`src/rtl/ctl3w_pkg.sv`:
```
package ctl3w_pkg;
  localparam int unsigned IDX_W   = 7;
  localparam int unsigned BYTE_W  = 8;
  localparam int unsigned REG_W   = 16;
  localparam int unsigned FRAME_W = BYTE_W + REG_W;

  localparam logic [1:0] OPC_WRITE = 2'b10;
  localparam logic [1:0] OPC_READ  = 2'b11;

  typedef enum logic [1:0] {
    SEL_NONE  = 2'd0,
    SEL_WRITE = 2'd1,
    SEL_READ  = 2'd2
  } sel_e;

  typedef struct packed {
    logic rise;
    logic fall;
    logic mode_chg;
    logic mode;
    logic bit_v;
  } bus_ev_t;
endpackage

```
`src/rtl/ctl3w_sync.sv`:
```
module ctl3w_sync
  import ctl3w_pkg::*;
#(
  parameter int unsigned STAGES = 2
) (
  input  logic    clk_i,
  input  logic    rst_ni,
  input  logic    bus_clk_i,
  input  logic    bus_mode_i,
  input  logic    bus_data_i,
  output bus_ev_t ev_o
);
  localparam int unsigned LINES = 3;
  // line 0 = clock (idles high), 1 = mode, 2 = data
  localparam logic [LINES-1:0] IDLE_LVL = 3'b001;

  logic [LINES-1:0] raw, synced;
  logic clk_d, mode_d;

  assign raw = {bus_data_i, bus_mode_i, bus_clk_i};

  for (genvar g = 0; g < LINES; g++) begin : g_line
    logic [STAGES-1:0] chain;
    always_ff @(posedge clk_i or negedge rst_ni) begin
      if (!rst_ni) chain <= {STAGES{IDLE_LVL[g]}};
      else         chain <= {chain[STAGES-2:0], raw[g]};
    end
    assign synced[g] = chain[STAGES-1];
  end

  always_ff @(posedge clk_i or negedge rst_ni) begin
    if (!rst_ni) begin
      clk_d  <= 1'b1;
      mode_d <= 1'b0;
    end else begin
      clk_d  <= synced[0];
      mode_d <= synced[1];
    end
  end

  assign ev_o.rise     = synced[0] & ~clk_d;
  assign ev_o.fall     = ~synced[0] & clk_d;
  assign ev_o.mode_chg = synced[1] ^ mode_d;
  assign ev_o.mode     = synced[1];
  assign ev_o.bit_v    = synced[2];
endmodule

```
`src/rtl/ctl3w_regbank.sv`:
```
module ctl3w_regbank
  import ctl3w_pkg::*;
#(
  parameter int unsigned NREG = 8
) (
  input  logic                    clk_i,
  input  logic                    rst_ni,
  input  logic                    we_i,
  input  logic [IDX_W-1:0]        widx_i,
  input  logic [REG_W-1:0]        wdata_i,
  input  logic [IDX_W-1:0]        ridx_i,
  output logic [REG_W-1:0]        rdata_o,
  output logic                    rvalid_o,
  output logic [NREG*REG_W-1:0]   regs_o
);
  localparam int unsigned SEL_W = $clog2(NREG);

  logic [REG_W-1:0] regs_q [NREG];

  for (genvar r = 0; r < NREG; r++) begin : g_reg
    always_ff @(posedge clk_i or negedge rst_ni) begin
      if (!rst_ni)                          regs_q[r] <= '0;
      else if (we_i && widx_i == IDX_W'(r)) regs_q[r] <= wdata_i;
    end
    assign regs_o[r*REG_W +: REG_W] = regs_q[r];
  end

  assign rvalid_o = 32'(ridx_i) < NREG;
  assign rdata_o  = rvalid_o ? regs_q[ridx_i[SEL_W-1:0]] : '0;
endmodule

```
`src/rtl/ctl3w_proto.sv`:
```
module ctl3w_proto
  import ctl3w_pkg::*;
#(
  parameter int unsigned NREG   = 8,
  parameter logic [3:0]  DEV_HI = 4'b0001
) (
  input  logic               clk_i,
  input  logic               rst_ni,
  input  bus_ev_t            ev_i,
  input  logic [1:0]         strap_i,
  input  logic [REG_W-1:0]   rd_data_i,
  input  logic               rd_valid_i,
  output logic [IDX_W-1:0]   rd_ptr_o,
  output logic               wr_stb_o,
  output logic [IDX_W-1:0]   wr_idx_o,
  output logic [REG_W-1:0]   wr_data_o,
  output logic               sda_o,
  output logic               sda_oe_o,
  output logic               awake_o
);
  localparam logic [4:0] TX_BITS = 5'(FRAME_W);

  sel_e              sel;
  logic              awake;
  logic [2:0]        cnt;
  logic [BYTE_W-2:0] rx_sr;
  logic [1:0]        bcnt;
  logic              is_wr;
  logic [IDX_W-1:0]  idx_q;
  logic [BYTE_W-1:0] hi_q;
  logic [IDX_W-1:0]  rd_ptr;
  logic [FRAME_W-1:0] tx_sr;
  logic [4:0]        tx_left;
  logic              tx_on;
  logic [BYTE_W-1:0] byte_w;

  function automatic logic idx_ok(input logic [IDX_W-1:0] i);
    return 32'(i) < NREG;
  endfunction

  assign byte_w = {ev_i.bit_v, rx_sr};

  always_ff @(posedge clk_i or negedge rst_ni) begin
    if (!rst_ni) begin
      sel <= SEL_NONE; awake <= 1'b0; cnt <= '0; rx_sr <= '0; bcnt <= '0;
      is_wr <= 1'b0; idx_q <= '0; hi_q <= '0; rd_ptr <= '1;
      tx_sr <= '0; tx_left <= '0; tx_on <= 1'b0;
      wr_stb_o <= 1'b0; wr_idx_o <= '0; wr_data_o <= '0;
    end else begin
      wr_stb_o <= 1'b0;
      if (!awake) begin
        if (ev_i.rise) awake <= 1'b1;
      end else if (ev_i.mode_chg) begin
        cnt  <= '0;
        bcnt <= '0;
        if (!ev_i.mode) begin
          sel   <= SEL_NONE;
          tx_on <= 1'b0;
        end else if (sel == SEL_READ) begin
          tx_on   <= 1'b1;
          tx_left <= TX_BITS;
          tx_sr   <= {rd_data_i[7:0], rd_data_i[15:8], rd_ptr, ~rd_valid_i};
        end
      end else if (ev_i.rise) begin
        rx_sr <= byte_w[BYTE_W-1:1];
        cnt   <= cnt + 3'd1;
        if (ev_i.mode && tx_on && tx_left != '0) tx_left <= tx_left - 5'd1;
        if (!ev_i.mode && cnt == 3'd0) sel <= SEL_NONE;
        if (cnt == 3'd7) begin
          if (!ev_i.mode) begin
            if (byte_w[7:2] != {DEV_HI, strap_i}) sel <= SEL_NONE;
            else if (byte_w[1:0] == OPC_WRITE)    sel <= SEL_WRITE;
            else if (byte_w[1:0] == OPC_READ)     sel <= SEL_READ;
            else                                  sel <= SEL_NONE;
          end else if (sel == SEL_WRITE) begin
            if (bcnt != 2'd3) bcnt <= bcnt + 2'd1;
            case (bcnt)
              2'd0: begin
                is_wr <= ~byte_w[0];
                idx_q <= byte_w[7:1];
                if (byte_w[0]) rd_ptr <= byte_w[7:1];
              end
              2'd1: hi_q <= byte_w;
              2'd2: if (is_wr && idx_ok(idx_q)) begin
                wr_stb_o  <= 1'b1;
                wr_idx_o  <= idx_q;
                wr_data_o <= {hi_q, byte_w};
              end
              default: ;
            endcase
          end
        end
      end else if (ev_i.fall && tx_on && tx_left < TX_BITS && tx_left != '0) begin
        tx_sr <= tx_sr >> 1;
      end
    end
  end

  assign sda_oe_o = tx_on && (tx_left != '0);
  assign sda_o    = sda_oe_o & tx_sr[0];
  assign rd_ptr_o = rd_ptr;
  assign awake_o  = awake;
endmodule

```
`src/rtl/ctl3w_slave.sv`:
```
module ctl3w_slave
  import ctl3w_pkg::*;
#(
  parameter int unsigned NREG        = 8,
  parameter int unsigned SYNC_STAGES = 2,
  parameter logic [3:0]  DEV_HI      = 4'b0001
) (
  input  logic                  clk_i,
  input  logic                  rst_ni,
  input  logic                  bus_clk_i,
  input  logic                  bus_mode_i,
  input  logic                  bus_data_i,
  output logic                  bus_data_o,
  output logic                  bus_data_oe_o,
  input  logic [1:0]            strap_i,
  output logic                  wr_stb_o,
  output logic [IDX_W-1:0]      wr_idx_o,
  output logic [REG_W-1:0]      wr_data_o,
  output logic [NREG*REG_W-1:0] cfg_o
);
  bus_ev_t          ev;
  logic             awake;
  logic [IDX_W-1:0] rd_ptr;
  logic [REG_W-1:0] rd_data;
  logic             rd_valid;

  ctl3w_sync #(.STAGES(SYNC_STAGES)) i_sync (
    .clk_i(clk_i), .rst_ni(rst_ni),
    .bus_clk_i(bus_clk_i), .bus_mode_i(bus_mode_i), .bus_data_i(bus_data_i),
    .ev_o(ev)
  );

  ctl3w_proto #(.NREG(NREG), .DEV_HI(DEV_HI)) i_proto (
    .clk_i(clk_i), .rst_ni(rst_ni), .ev_i(ev), .strap_i(strap_i),
    .rd_data_i(rd_data), .rd_valid_i(rd_valid), .rd_ptr_o(rd_ptr),
    .wr_stb_o(wr_stb_o), .wr_idx_o(wr_idx_o), .wr_data_o(wr_data_o),
    .sda_o(bus_data_o), .sda_oe_o(bus_data_oe_o), .awake_o(awake)
  );

  ctl3w_regbank #(.NREG(NREG)) i_regs (
    .clk_i(clk_i), .rst_ni(rst_ni),
    .we_i(wr_stb_o), .widx_i(wr_idx_o), .wdata_i(wr_data_o),
    .ridx_i(rd_ptr), .rdata_o(rd_data), .rvalid_o(rd_valid),
    .regs_o(cfg_o)
  );
endmodule

```
`config.mk`:
```
export PLATFORM = sky130hd
export DESIGN_NAME = ctl3w_slave
export DESIGN_NICKNAME = d
export VERILOG_FILES = /design/src/rtl/ctl3w_pkg.sv /design/src/rtl/ctl3w_sync.sv /design/src/rtl/ctl3w_regbank.sv /design/src/rtl/ctl3w_proto.sv /design/src/rtl/ctl3w_slave.sv
export SDC_FILE = /design/constraint.sdc
export NUM_CORES = 1
export LEC_CHECK = 0
export BUFFER_PORTS_ARGS = -buffer_cell sky130_fd_sc_hd__buf_2
export CAP_MARGIN = 10
export CELL_PAD_IN_SITES_DETAIL_PLACEMENT = 1
export CELL_PAD_IN_SITES_GLOBAL_PLACEMENT = 1
export CORE_ASPECT_RATIO = 0.9
export CORE_MARGIN = 2
export CORE_UTILIZATION = 48
export CTS_BUF_LIST = sky130_fd_sc_hd__clkbuf_4
export DETAILED_ROUTE_END_ITERATION = 10
export PLACE_DENSITY_LB_ADDON = 0.08
export SYNTH_ARGS = -nofsm -noshare
export SYNTH_HDL_FRONTEND = slang
export SYNTH_SLANG_ARGS = --single-unit
```
`constraint.sdc`:
```
create_clock -name clk_i -period 2.6 [get_ports clk_i]
set_input_delay 0.52 -clock clk_i [delete_from_list [all_inputs] [get_ports clk_i]]
set_output_delay 0.52 -clock clk_i [all_outputs]
set_load 0.02 [all_outputs]
```
==> summary by stage, run 1 <==
Status
The flow ran to the end, and the final reports show no timing, DRC or antenna violations.

Drt
Dividing the detail-routed via count by the number of cells gives ~5.5. The total DRC errors in the routed layout is 0. Detailed routing inserted a total of 7049 vias. The number of DRC markers in iteration 0 is 256.

The post-detailed-routing wire length is ~28 mm. The total iterations of the first detailed-routing run is 6. The post-detailed-route wirelength per cell is between 20 and 25 um. The detail route stage leaves a number of antenna-violating nets equal to 0.

Worst hold path
The number of instances on the worst hold path is 4. The hold path startpoint is strap_i[0]. The min-delay analysis places its worst path in the category input port to register. The end point of the most critical hold path is i_proto.sel[0].

Timing
The transition time of the tightest slew-check pin is between 700 and 800 ps. The worst max-slew margin expressed relative to the limit is around 51%. The maximum operating frequency is a little over 400 MHz.

Of the available clock period, the critical path in the final layout requires around 95%. Setup violations remaining at the end of the flow were counted as 0. The final number of max-transition violations is 0. The final total negative setup slack is 0 ps. For the final database, setup skew stands at around 15 ps.

The post-route minimum period is roughly 2500 ps. Setup repair after global routing left no endpoint under its margin. The hold violation count in the final report is 0.

Finish
In the final layout, the multi-input gates occupy 4290 um2. 0 antenna diodes ended up in the layout. After filler insertion, the fill cell instance count of the layout stands at ~2100. The area growth from synthesis to layout is 20.3%. The most frequent standard cell in the layout excluding fill and tap cells is mux2_2. The count of non-filler cells in the finished layout is 1279.

The library cells used most frequently in the layout, excluding fill and tap cells, are mux2_2 (222), dfrtp_1 (218), buf_2 (159), clkbuf_4 (98), mux2i_1 (32). The flip-flop and latch area is approximately 5700 um2. The net count of the finished layout is 969. The share of post-route cells with drive strength above 1 is 55.9%.

Global routing
For this run, the total global-route usage over all layers was measured as between 20% and 30%. The number of antenna violations at the first check in global routing came to 0. The total overflow left after global routing is 0. The global-route wire length before repair is roughly 44 mm. The number of global-route vias before repair is about 7600. The pin count of the biggest net entering global routing is 78.

Worst setup path
The critical path data required time is roughly 2100 ps. The critical register-to-register path endpoint is i_proto.tx_sr[3]. The startpoint of the worst setup timing path is i_proto.tx_left[0]. STA classifies the critical path startpoint as a register. The worst reg-to-reg setup slack is 250 ps. The worst setup path is of the register to output pin kind. STA classifies the critical path endpoint as an output pin. Measured in cells, the most critical reg-to-reg path has a length of 7.

Data arrives at the worst endpoint at between 1500 and 2000 ps. The largest fanout of any net on the critical path is 3. The worst flop-to-flop path startpoint is i_sync.g_line[1].chain[1].

Yosys
The average size of a mapped cell is 14.1 um2. The number of flip-flops and latches in the synthesized netlist is between 200 and 250. Yosys printed 0 warnings. After synthesis, the cell types taking the most area are dfrtp_1 (53%), mux2_2 (24%), mux2i_1 (3.1%). Synthesis produced a netlist whose cell count is 730. Of the post-synthesis cell area, the dominant cell type holds roughly 53%. The largest area contributor in the synthesized netlist is dfrtp_1. The number of synthesized flops with an enable pin is 0. The dominant synthesized flop cell is dfrtp_1. The synthesized area is about 10000 um2. The net count after synthesis is approximately 750. In this run, distinct cell masters in the synthesized netlist total 56. The async set-reset flop share out of synthesis is between 90% and 100%.

The sequential share of the synthesized area is 55.4%.

Clock network
The TritonCTS buffer count is 60. The root buffer cell is clkbuf_4. In this run the number of H-tree levels came out at 2. Clock tree synthesis found a total of between 200 and 250 sinks. The clock insertion delay at the later pin of the skew report is ~690 ps. The CTS tree is done. In this run the deepest clock path goes through 3 buffers. The clock transition at the registers of the reported paths is around 70 ps.

Placement
Counting tap cells, the placed design contains a total of between 1000 and 1500 instances. The HPWL after detailed placement is 19.5 mm. Routability-driven placement finished with a final weighted congestion of between 0.8 and 0.9. The number of port buffers is 160.

Flow run
The tool flagged a number of max-cap violations equal to 0.

Die
The initial standard-cell utilization of the core is 49.2%. The I/O pin count is 161. The floorplan step set the die height to 143 um. The die is approximately 160 um wide.

The core region area is roughly 21000 um2. The floorplan step defined a die boundary enclosing ~23000 um2. Row generation in the floorplan step produced 50 rows.

Power and ir drop
VDD sags by at most around 0.31 mV. For this design the static power due to leakage is between 6 and 7 nW. The power density over the cells is around 590 nW/um2.
==> worst max path at each step <==
stage,endpoint,slack (ps)
after floorplan,i_proto.sel[0],410
after global placement,i_proto.tx_sr[9],380
after detailed placement,i_proto.sel[1],260
after CTS,bus_data_o,40
after global routing,bus_data_o,9
final,bus_data_o,130
==> routing by layer <==
metal / part of all wire, % / up-vias / wire (um) / global-route usage [%]
li1: - / 3139 / - / -
met5: 0 / - / 0 / 0
met3: 4.1 / 38 / 1150 / 4.28
met2: 50 / 169 / 14200 / 43.3
met4: 1.6 / 0 / 456 / 7.02
met1: 44 / 3703 / 12600 / 33.9
==> worst max-delay path: stages (launching register included) <==
cell and delay, ps:
dfrtp_1 390, inv_2 70, ha_2 170, nor4b_4 230, nor2b_2 90, and2_1 160
buf_2 150
==> through the flow <==
| stage | util (%) | worst slack (ps) | area, um2 | power [mW] | hold WS [ps] |
|---|---|---|---|---|---|
| 2_1_floorplan | - | 413 | 10300 | 3.98 | 224 |
| 3_3_place_gp | 55.3 | 384 | 11600 | 4.19 | 336 |
| 3_5_place_dp | 55.3 | 262 | 11600 | 4.22 | 347 |
| 4_1_cts | 59.2 | 37.7 | 12400 | 7.44 | 271 |
| 5_1_grt | 59.3 | 8.92 | 12400 | 7.69 | 292 |
| 6_report | 59.3 | 130 | 12400 | 7.34 | 326 |
==> logic make-up (layout without fill, tap and decap cells) <==
| family | count (synthesis) | after routing | share of synthesized area (%) |
|---|---|---|---|
| AND/OR/NAND/NOR | 73 | 73 | 4.73 |
| flip-flops | 228 | 228 | 55.4 |
| AO/OA/AOI/OAI | 75 | 75 | 5.34 |
| XOR/XNOR | 2 | 2 | 0.170 |
| buffers and inverters | 71 | 334 | 3.31 |
| multiplexers | 269 | 269 | 29.6 |
| adder cells (fa/ha/maj) | 12 | 12 | 1.46 |
==> layout make-up <==
type,instances,area share (%)
clock buffer,98,5.92
inverter,30,0.907
clock inverter,7,0.212
sequential,228,46.1
tap,286,2.88
timing repair buffer,199,9.47
multi-input combinational,431,34.5
==> power breakdown <==
part           switching (mW)  internal [mW]
registers               0.190           3.64
clock network            1.46           1.68
logic                   0.211          0.159
==> repair_timing <==
action	CTS	global route
gates cloned	0	0
setup buffers	0	2
endpoints found under the setup margin	2	1
gates resized for setup	3	3
hold endpoints to repair	67	0
hold buffers	4	0
==> synth_stat cells, types with 2 or more instances <==
cell type / number
and2_1: 5
nand2_1: 15
or4_1: 3
nand3_1: 6
buf_1: 2
ha_1: 12
or3b_1: 2
a22o_1: 14
dfrtp_1: 218
mux2_2: 222
and3b_1: 2
mux2i_1: 32
mux4_2: 2
dfstp_2: 10
nor2_1: 4
buf_2: 18
nor3b_4: 2
o22ai_1: 19
nand2b_1: 2
buf_6: 5
o2bb2ai_1: 2
o21ai_0: 10
xor2_1: 2
mux2_1: 2
clkbuf_1: 12
mux2_4: 11
nor4b_1: 3
a22oi_1: 2
or3_1: 5
inv_1: 30
nor2b_1: 9
o32ai_1: 17
a21oi_1: 4
buf_4: 4
==> registers in the layout, indices dropped and copies added (netlist names), 2 cells and up <==
signal / cells
i_proto.tx_left: 5
i_proto.idx_q: 7
i_proto.cnt: 3
i_regs.regs_o: 128
i_proto.bcnt: 2
i_proto.rd_ptr_o: 7
i_proto.wr_data_o: 16
i_proto.sel: 2
i_sync.g_line.chain: 6
i_proto.rx_sr: 7
i_proto.tx_sr: 24
i_proto.wr_idx_o: 7
i_proto.hi_q: 8
Power figures use the tool's default switching activity.
==> run 2: changes to the inputs <==
Settings changed: CORE_MARGIN 2 to not set.
==> summary by stage, run 2 (synthesis gave the netlist of run 1 again) <==
Drt
The total DRC errors in the routed layout is 0 (unchanged). The post-detailed-routing wire length was 28.4 mm (was 28.3 mm). The number of DRC markers in iteration 0 is 293 (was 256). The total iterations of the first detailed-routing run was 4 (was 6). The post-detailed-route via-to-cell ratio is 5.51 (about the same). The antenna violation net count after detailed routing is 0 (unchanged). The number of vias in the routed layout was 7035 (was 7049). The post-detailed-route wirelength per cell is 22.3 um (was 22.1 um).

Die
The die span in y is 141 um (was 143 um). The chip width is 157 um (was 159 um). The number of cell rows was 50 (unchanged).

The I/O pin count is 161 (unchanged). The initial standard-cell utilization of the core is 49.2% (unchanged). The core region area is 21000 um2 (unchanged). The area of the die is 22100 um2 (was 22700 um2).

Worst setup path
The largest delay contributor family on the critical path is simple AND/OR/NAND/NOR gates (unchanged). The cell with the largest stage delay on the worst path is dfrtp_1 (unchanged). The type of the worst setup path is register to output pin (unchanged).

The critical register-to-register path endpoint is i_proto.tx_sr[22] (was i_proto.tx_sr[3]). Critical-path cell list: inv_1, ha_1, nor4b_4, nor2b_2, and2_1, buf_2 (was inv_2, ha_2, nor4b_4, nor2b_2, and2_1, buf_2). The worst flop-to-flop path startpoint is i_sync.g_line[1].chain[1] (unchanged). The data arrival time of the worst path is 1970 ps (was 1950 ps). The type of destination of the critical path is an output pin (unchanged). The peak per-stage delay on the critical path came to 390 ps (about the same). The worst reg-to-reg setup slack came to 280 ps (was 250 ps).

The combined buffer and inverter count along the critical path is 2 (unchanged). The sort of element at the start of the critical path is a register (unchanged). The critical path data required time was 2080 ps (about the same). The depth of the worst register-to-register path is 7 (unchanged). The largest fanout of any net on the critical path is 3 (unchanged). The depth of the critical timing path with buffers and inverters included is 6 (unchanged).

Power and ir drop
The clock network fraction of design power is 43.6% (was 42.8%). The switching power summed over all nets came to 1.84 mW (was 1.86 mW). The worst voltage drop across the vdd grid was 0.307 mV (was 0.313 mV). The net switching fraction of the power was 24.8% (was 25.4%). The internal power component is 5.59 mW (was 5.48 mW). The power density over the cells is 599 nW/um2 (was 591 nW/um2).

The leakage power summed over all cells is 6.56 nW (was 6.55 nW). The part of the total power dissipated in combinational logic was 5.1% (was 5.0%). The share of power burned in registers is 51.3% (was 52.2%).

Timing
The post-route minimum period was 2490 ps (was 2470 ps). The transition time of the tightest slew-check pin came to 788 ps (was 729 ps). The setup violation total in the final timing report is 0 (unchanged). The final number of max-transition violations was 0 (unchanged). The hold violation count in the final report is 0 (unchanged). The worst max-slew margin expressed relative to the limit came to 47.5% (was 51.3%). The fraction of the cycle the final worst path needs came to 95.9% (was 95.0%). The final total negative setup slack is 0 ps (unchanged).

The final setup slack of the worst path is 105 ps (was 130 ps). The largest clock skew in the final design is 46.9 ps (was 15.5 ps). The maximum operating frequency is 401 MHz (was 405 MHz).

Global routing
The residual overflow from global routing is 0 (unchanged). The global-route wire length before repair is 45.2 mm (was 44.0 mm). The number of antenna violations at the first check in global routing is 0 (unchanged). The pin count of the biggest net entering global routing is 70 (was 78).

The number of global-route vias before repair came to 7643 (was 7609). The combined global-route utilization of all metal layers is 26.9% (was 25.5%).

Worst hold path
The hold path startpoint is strap_i[1] (was strap_i[0]). The path category of the worst min-delay check is input port to register (unchanged). The number of instances on the worst hold path is 4 (unchanged).

The end point of the most critical hold path is i_proto.sel[0] (unchanged).

Clock network
The maximum level of the CTS H-tree came to 2 (unchanged). The CTS tree was done (unchanged). The sink count of the clock tree is 228 (unchanged). The root buffer cell is clkbuf_4 (unchanged).

The TritonCTS buffer count came to 59 (was 60). The number of buffers on the longest clock path was 3 (unchanged). The clock insertion delay at the later pin of the skew report is 690 ps (about the same). The clock transition at the registers of the reported paths was 70 ps (about the same).

Finish
The number of fill cells is 2133 (was 2115). The share of the core filled with cells in the final layout is 59.2% (was 59.3%). The area growth from synthesis to layout is 20.3% (about the same).

The number of inserted diodes came to 0 (unchanged). The share of post-route cells with drive strength above 1 came to 55.6% (was 55.9%). The number of flip-flops under the largest register name came to 128 (unchanged). The most frequent standard cell in the layout excluding fill and tap cells is mux2_2 (unchanged). The number of nets in the final layout came to 965 (was 969). Most used cells in the layout excluding fill and tap cells: mux2_2 (222), dfrtp_1 (218), buf_2 (159), clkbuf_4 (99), mux2i_1 (32) (was mux2_2 (222), dfrtp_1 (218), buf_2 (159), clkbuf_4 (98), mux2i_1 (32)).

Status
Result of the run: finished, final reports clean (unchanged).

Flow run
The count of maximum capacitance violations is 0 (unchanged).

Placement
The global placement routability congestion is 0.823 (was 0.853). The setup slack after placement was 279 ps (was 262 ps). The HPWL after detailed placement is 19.5 mm (about the same).

The number of port buffers came to 160 (unchanged).
-- run 2: cell types whose count changed in the layout (fill, tap and decap cells not counted), sizes merged --
cell and delta:
buf -3, bufinv +1, clkbuf +1, inv -1
-- run 2: worst reg2reg max path, cell delays in order (launching register included) --
cell	delay, ps
dfrtp_1	430
inv_1	140
ha_1	400
and3b_1	260
and2_1	150
a41o_1	100
buf_4	340
mux2_2	400
-- run 2: worst max path at each step --
stage / start / end / slack [ps]
final: i_proto.tx_left[1] / bus_data_o / 110
after global routing: i_proto.tx_left[1] / bus_data_o / -10
after CTS: i_proto.tx_left[0] / bus_data_o / 1
after detailed placement: i_sync.g_line[1].chain[1] / i_proto.tx_sr[15] / 280
after global placement: i_sync.g_line[1].chain[1] / i_proto.tx_sr[12] / 440
after floorplan: i_sync.g_line[1].chain[1] / i_proto.sel[0] / 410
-- run 2: layout make-up --
class / instances / area (um2) / share of cell area [%]
inverters: 30 / 113 / 0.907
repair buffers: 196 / 1140 / 9.19
well taps: 286 / 358 / 2.88
clock inverters: 7 / 53.8 / 0.433
multi-input cells: 431 / 4290 / 34.5
flip-flops and latches: 228 / 5720 / 46.1
clock buffers: 99 / 743 / 5.99
-- run 2: timing repair --
item,CTS,global route
gates resized for setup,2,1
hold buffers,4,0
endpoints found under the hold margin,67,0
endpoints found under the setup margin,1,1
setup buffers,0,1
gates cloned,0,0
-- run 2: power by group through the flow --
stage,registers [mW],clock network [mW],logic [mW]
CTS,3.82,3.35,0.359
global route,3.84,3.51,0.421
finish,3.82,3.24,0.376
global placement,3.87,0,0.320
detailed placement,3.88,0,0.346
floorplan,3.79,0,0.189
-- run 2: stage by stage --
| step | instance area (um2) | hold slack [ps] | power [mW] | instances |
|---|---|---|---|---|
| 3_5_place_dp | 11600 | 340 | 4.23 | 1166 |
| 2_1_floorplan | 10300 | 224 | 3.98 | 730 |
| 5_1_grt | 12400 | 316 | 7.76 | 1277 |
| 4_1_cts | 12400 | 263 | 7.53 | 1276 |
| 6_report | 12400 | 325 | 7.44 | 1277 |
| 3_3_place_gp | 11600 | 337 | 4.19 | 1166 |
-- run 2: routing by layer --
metal	vias up	track usage (%)	wire (um)
met5	-	0	0
li1	3134	-	-
met4	0	8.15	516
met3	47	4.30	1160
met2	180	44.1	13800
met1	3674	36.7	13000
==> run 3: changes to the inputs <==
Settings changed: CORE_ASPECT_RATIO 0.9 to not set, SETUP_SLACK_MARGIN set to 0.2.
==> summary by stage, run 3 (synthesis gave the netlist of run 1 again) <==
Global routing
The global-route wire length before repair is 44.8 mm (was 45.2 mm). The residual overflow from global routing was 0 (unchanged). The number of antenna violations at the first check in global routing is 1 (was 0). The combined global-route utilization of all metal layers was 26.7% (was 26.9%).

The number of global-route vias before repair is 7757 (was 7643). The pin count of the biggest net entering global routing is 69 (was 70).

Finish
Most used cells in the layout excluding fill and tap cells: mux2_2 (222), dfrtp_1 (218), buf_2 (157), clkbuf_4 (99), buf_4 (36) (was mux2_2 (222), dfrtp_1 (218), buf_2 (159), clkbuf_4 (99), mux2i_1 (32)). The number of flip-flops under the largest register name is 128 (unchanged). The area growth from synthesis to layout is 21.1% (was 20.3%). The number of fill cells came to 2135 (was 2133). The share of post-route cells with drive strength above 1 came to 56.3% (was 55.6%). The most frequent standard cell in the layout excluding fill and tap cells is mux2_2 (unchanged). The number of nets in the final layout was 976 (was 965). The flip-flop and latch area is 5720 um2 (unchanged). The footprint of the multi-input gates is 4300 um2 (was 4290 um2).

The count of non-filler cells in the finished layout is 1278 (was 1277).

Timing
Setup repair after global routing could not meet its margin everywhere. The transition time of the tightest slew-check pin is 954 ps (was 788 ps). The hold violation count in the final report is 0 (unchanged). The maximum operating frequency is 415 MHz (was 401 MHz).

The worst max-slew margin expressed relative to the limit is 36.4% (was 47.5%). The post-route minimum period was 2410 ps (was 2490 ps). The largest clock skew in the final design is 29.8 ps (was 46.9 ps). The final setup slack of the worst path is 193 ps (was 105 ps). The final total negative setup slack was 0 ps (unchanged). The final number of max-transition violations is 0 (unchanged). The setup violation total in the final timing report was 0 (unchanged). The fraction of the cycle the final worst path needs was 92.6% (was 95.9%).

Power and ir drop
The power density over the cells is 595 nW/um2 (was 599 nW/um2). The net switching fraction of the power is 25.0% (was 24.8%). The internal power component is 5.57 mW (was 5.59 mW).

The share of power burned in registers is 51.6% (was 51.3%). The part of the total power dissipated in combinational logic is 6.3% (was 5.1%). The clock network fraction of design power is 42.1% (was 43.6%). The worst voltage drop across the vdd grid is 0.342 mV (was 0.307 mV). The leakage power summed over all cells is 6.59 nW (was 6.56 nW). The switching power summed over all nets is 1.86 mW (was 1.84 mW).

Die
The die span in y is 149 um (was 141 um). The area of the die was 22100 um2 (about the same). The chip width came to 149 um (was 157 um). The core region area is 21000 um2 (about the same). The I/O pin count was 161 (unchanged). The initial standard-cell utilization of the core was 49.1% (was 49.2%). The number of cell rows is 53 (was 50).

Drt
The total iterations of the first detailed-routing run came to 4 (unchanged). The total DRC errors in the routed layout came to 0 (unchanged). The antenna violation net count after detailed routing is 0 (unchanged). The number of DRC markers in iteration 0 is 277 (was 293). The post-detailed-routing wire length came to 28.5 mm (was 28.4 mm). The number of vias in the routed layout was 7105 (was 7035).

The post-detailed-route via-to-cell ratio is 5.56 (was 5.51). The post-detailed-route wirelength per cell is 22.3 um (about the same).

Placement
The number of port buffers is 160 (unchanged). The setup slack after placement is 227 ps (was 279 ps). The global placement routability congestion is 0.811 (was 0.823).

The HPWL after detailed placement is 19.5 mm (about the same). The number of cells in the design after placement is 1153 (was 1166).

Worst setup path
The depth of the worst register-to-register path is 7 (unchanged). The critical path data required time is 2080 ps (about the same). The data arrival time of the worst path is 1890 ps (was 1970 ps). The largest fanout of any net on the critical path is 3 (unchanged). The type of the worst setup path is register to output pin (unchanged). The sort of element at the start of the critical path is a register (unchanged). The type of destination of the critical path is an output pin (unchanged).

Worst hold path
The number of instances on the worst hold path is 4 (unchanged). The path category of the worst min-delay check is input port to register (unchanged).

Clock network
The root buffer cell is clkbuf_4 (unchanged). The TritonCTS buffer count is 60 (was 59). The clock insertion delay at the later pin of the skew report is 680 ps (was 690 ps).

The maximum level of the CTS H-tree was 2 (unchanged). The clock transition at the registers of the reported paths is 60 ps (was 70 ps). The number of buffers on the longest clock path is 3 (unchanged). The sink count of the clock tree is 228 (unchanged). The CTS tree is done (unchanged).

Status
Result of the run: finished, final reports clean (unchanged).

Flow run
The count of maximum capacitance violations is 0 (unchanged).
run 3: changes by cell type in the layout (fill, tap and decap cells not counted), sizes merged:
cell and delta:
diode +1, buf +10, inv -1, bufinv -1, clkinv +3
run 3: cell type report:
class,instances,area share (%)
sequential,228,45.8
multi-input combinational,431,34.4
timing repair buffer,206,9.89
clock buffer,99,5.95
tap,275,2.75
inverter,30,0.901
clock inverter,8,0.240
antenna,1,0.0200
run 3: path summary, 6_finish.rpt:
check | from | to | slack [ps]
hold reg to reg | i_sync.g_line[2].chain[0] | i_sync.g_line[2].chain[1] | 330
setup reg to reg | i_sync.g_line[1].chain[1] | i_proto.tx_sr[14] | 320
hold / removal | strap_i[0] | i_proto.sel[1] | 310
setup / recovery | i_proto.tx_left[0] | bus_data_o | 190
max in group asynchronous | rst_ni | i_proto.rd_ptr_o[1] | 1430
min in group asynchronous | rst_ni | i_regs.regs_o[112] | 410
run 3: metal layers:
metal	vias up	share of wire [%]	GRT usage [%]
met2	197	50	44.2
met1	3717	43	35.8
met5	-	0	0
met4	0	1.9	7.99
met3	41	4.9	4.79
li1	3150	-	-
run 3: stage by stage:
step | power, mW | hold slack [ps] | instance area, um2 | util (%)
after floorplan | 3.98 | 224 | 10300 | -
after global placement | 4.19 | 334 | 11500 | 54.8
after detailed placement | 4.22 | 336 | 11500 | 54.8
after CTS | 7.50 | 268 | 12500 | 59.3
after global routing | 7.76 | 303 | 12500 | 59.4
final | 7.43 | 312 | 12500 | 59.4
run 3: power by group through the flow:
stage          Clock [mW]  Combinational, mW  Sequential, mW
6_report             3.13              0.465            3.84
3_5_place_dp            0              0.338            3.88
3_3_place_gp            0              0.312            3.88
2_1_floorplan           0              0.189            3.79
5_1_grt              3.39              0.518            3.85
4_1_cts              3.23              0.448            3.83
run 3: what timing repair did:
action,CTS,global route
setup buffers,12,1
hold endpoints to repair,65,0
hold buffers,4,0
gates resized for setup,11,5
setup endpoints to repair,2,26
pin swaps,1,0
run 3: critical path, stage by stage, from the launching register on:
cell,delay [ps]
dfrtp_1,390
inv_2,90
ha_4,130
nor4b_4,220
nor2b_2,110
and2_4,150
buf_6,120
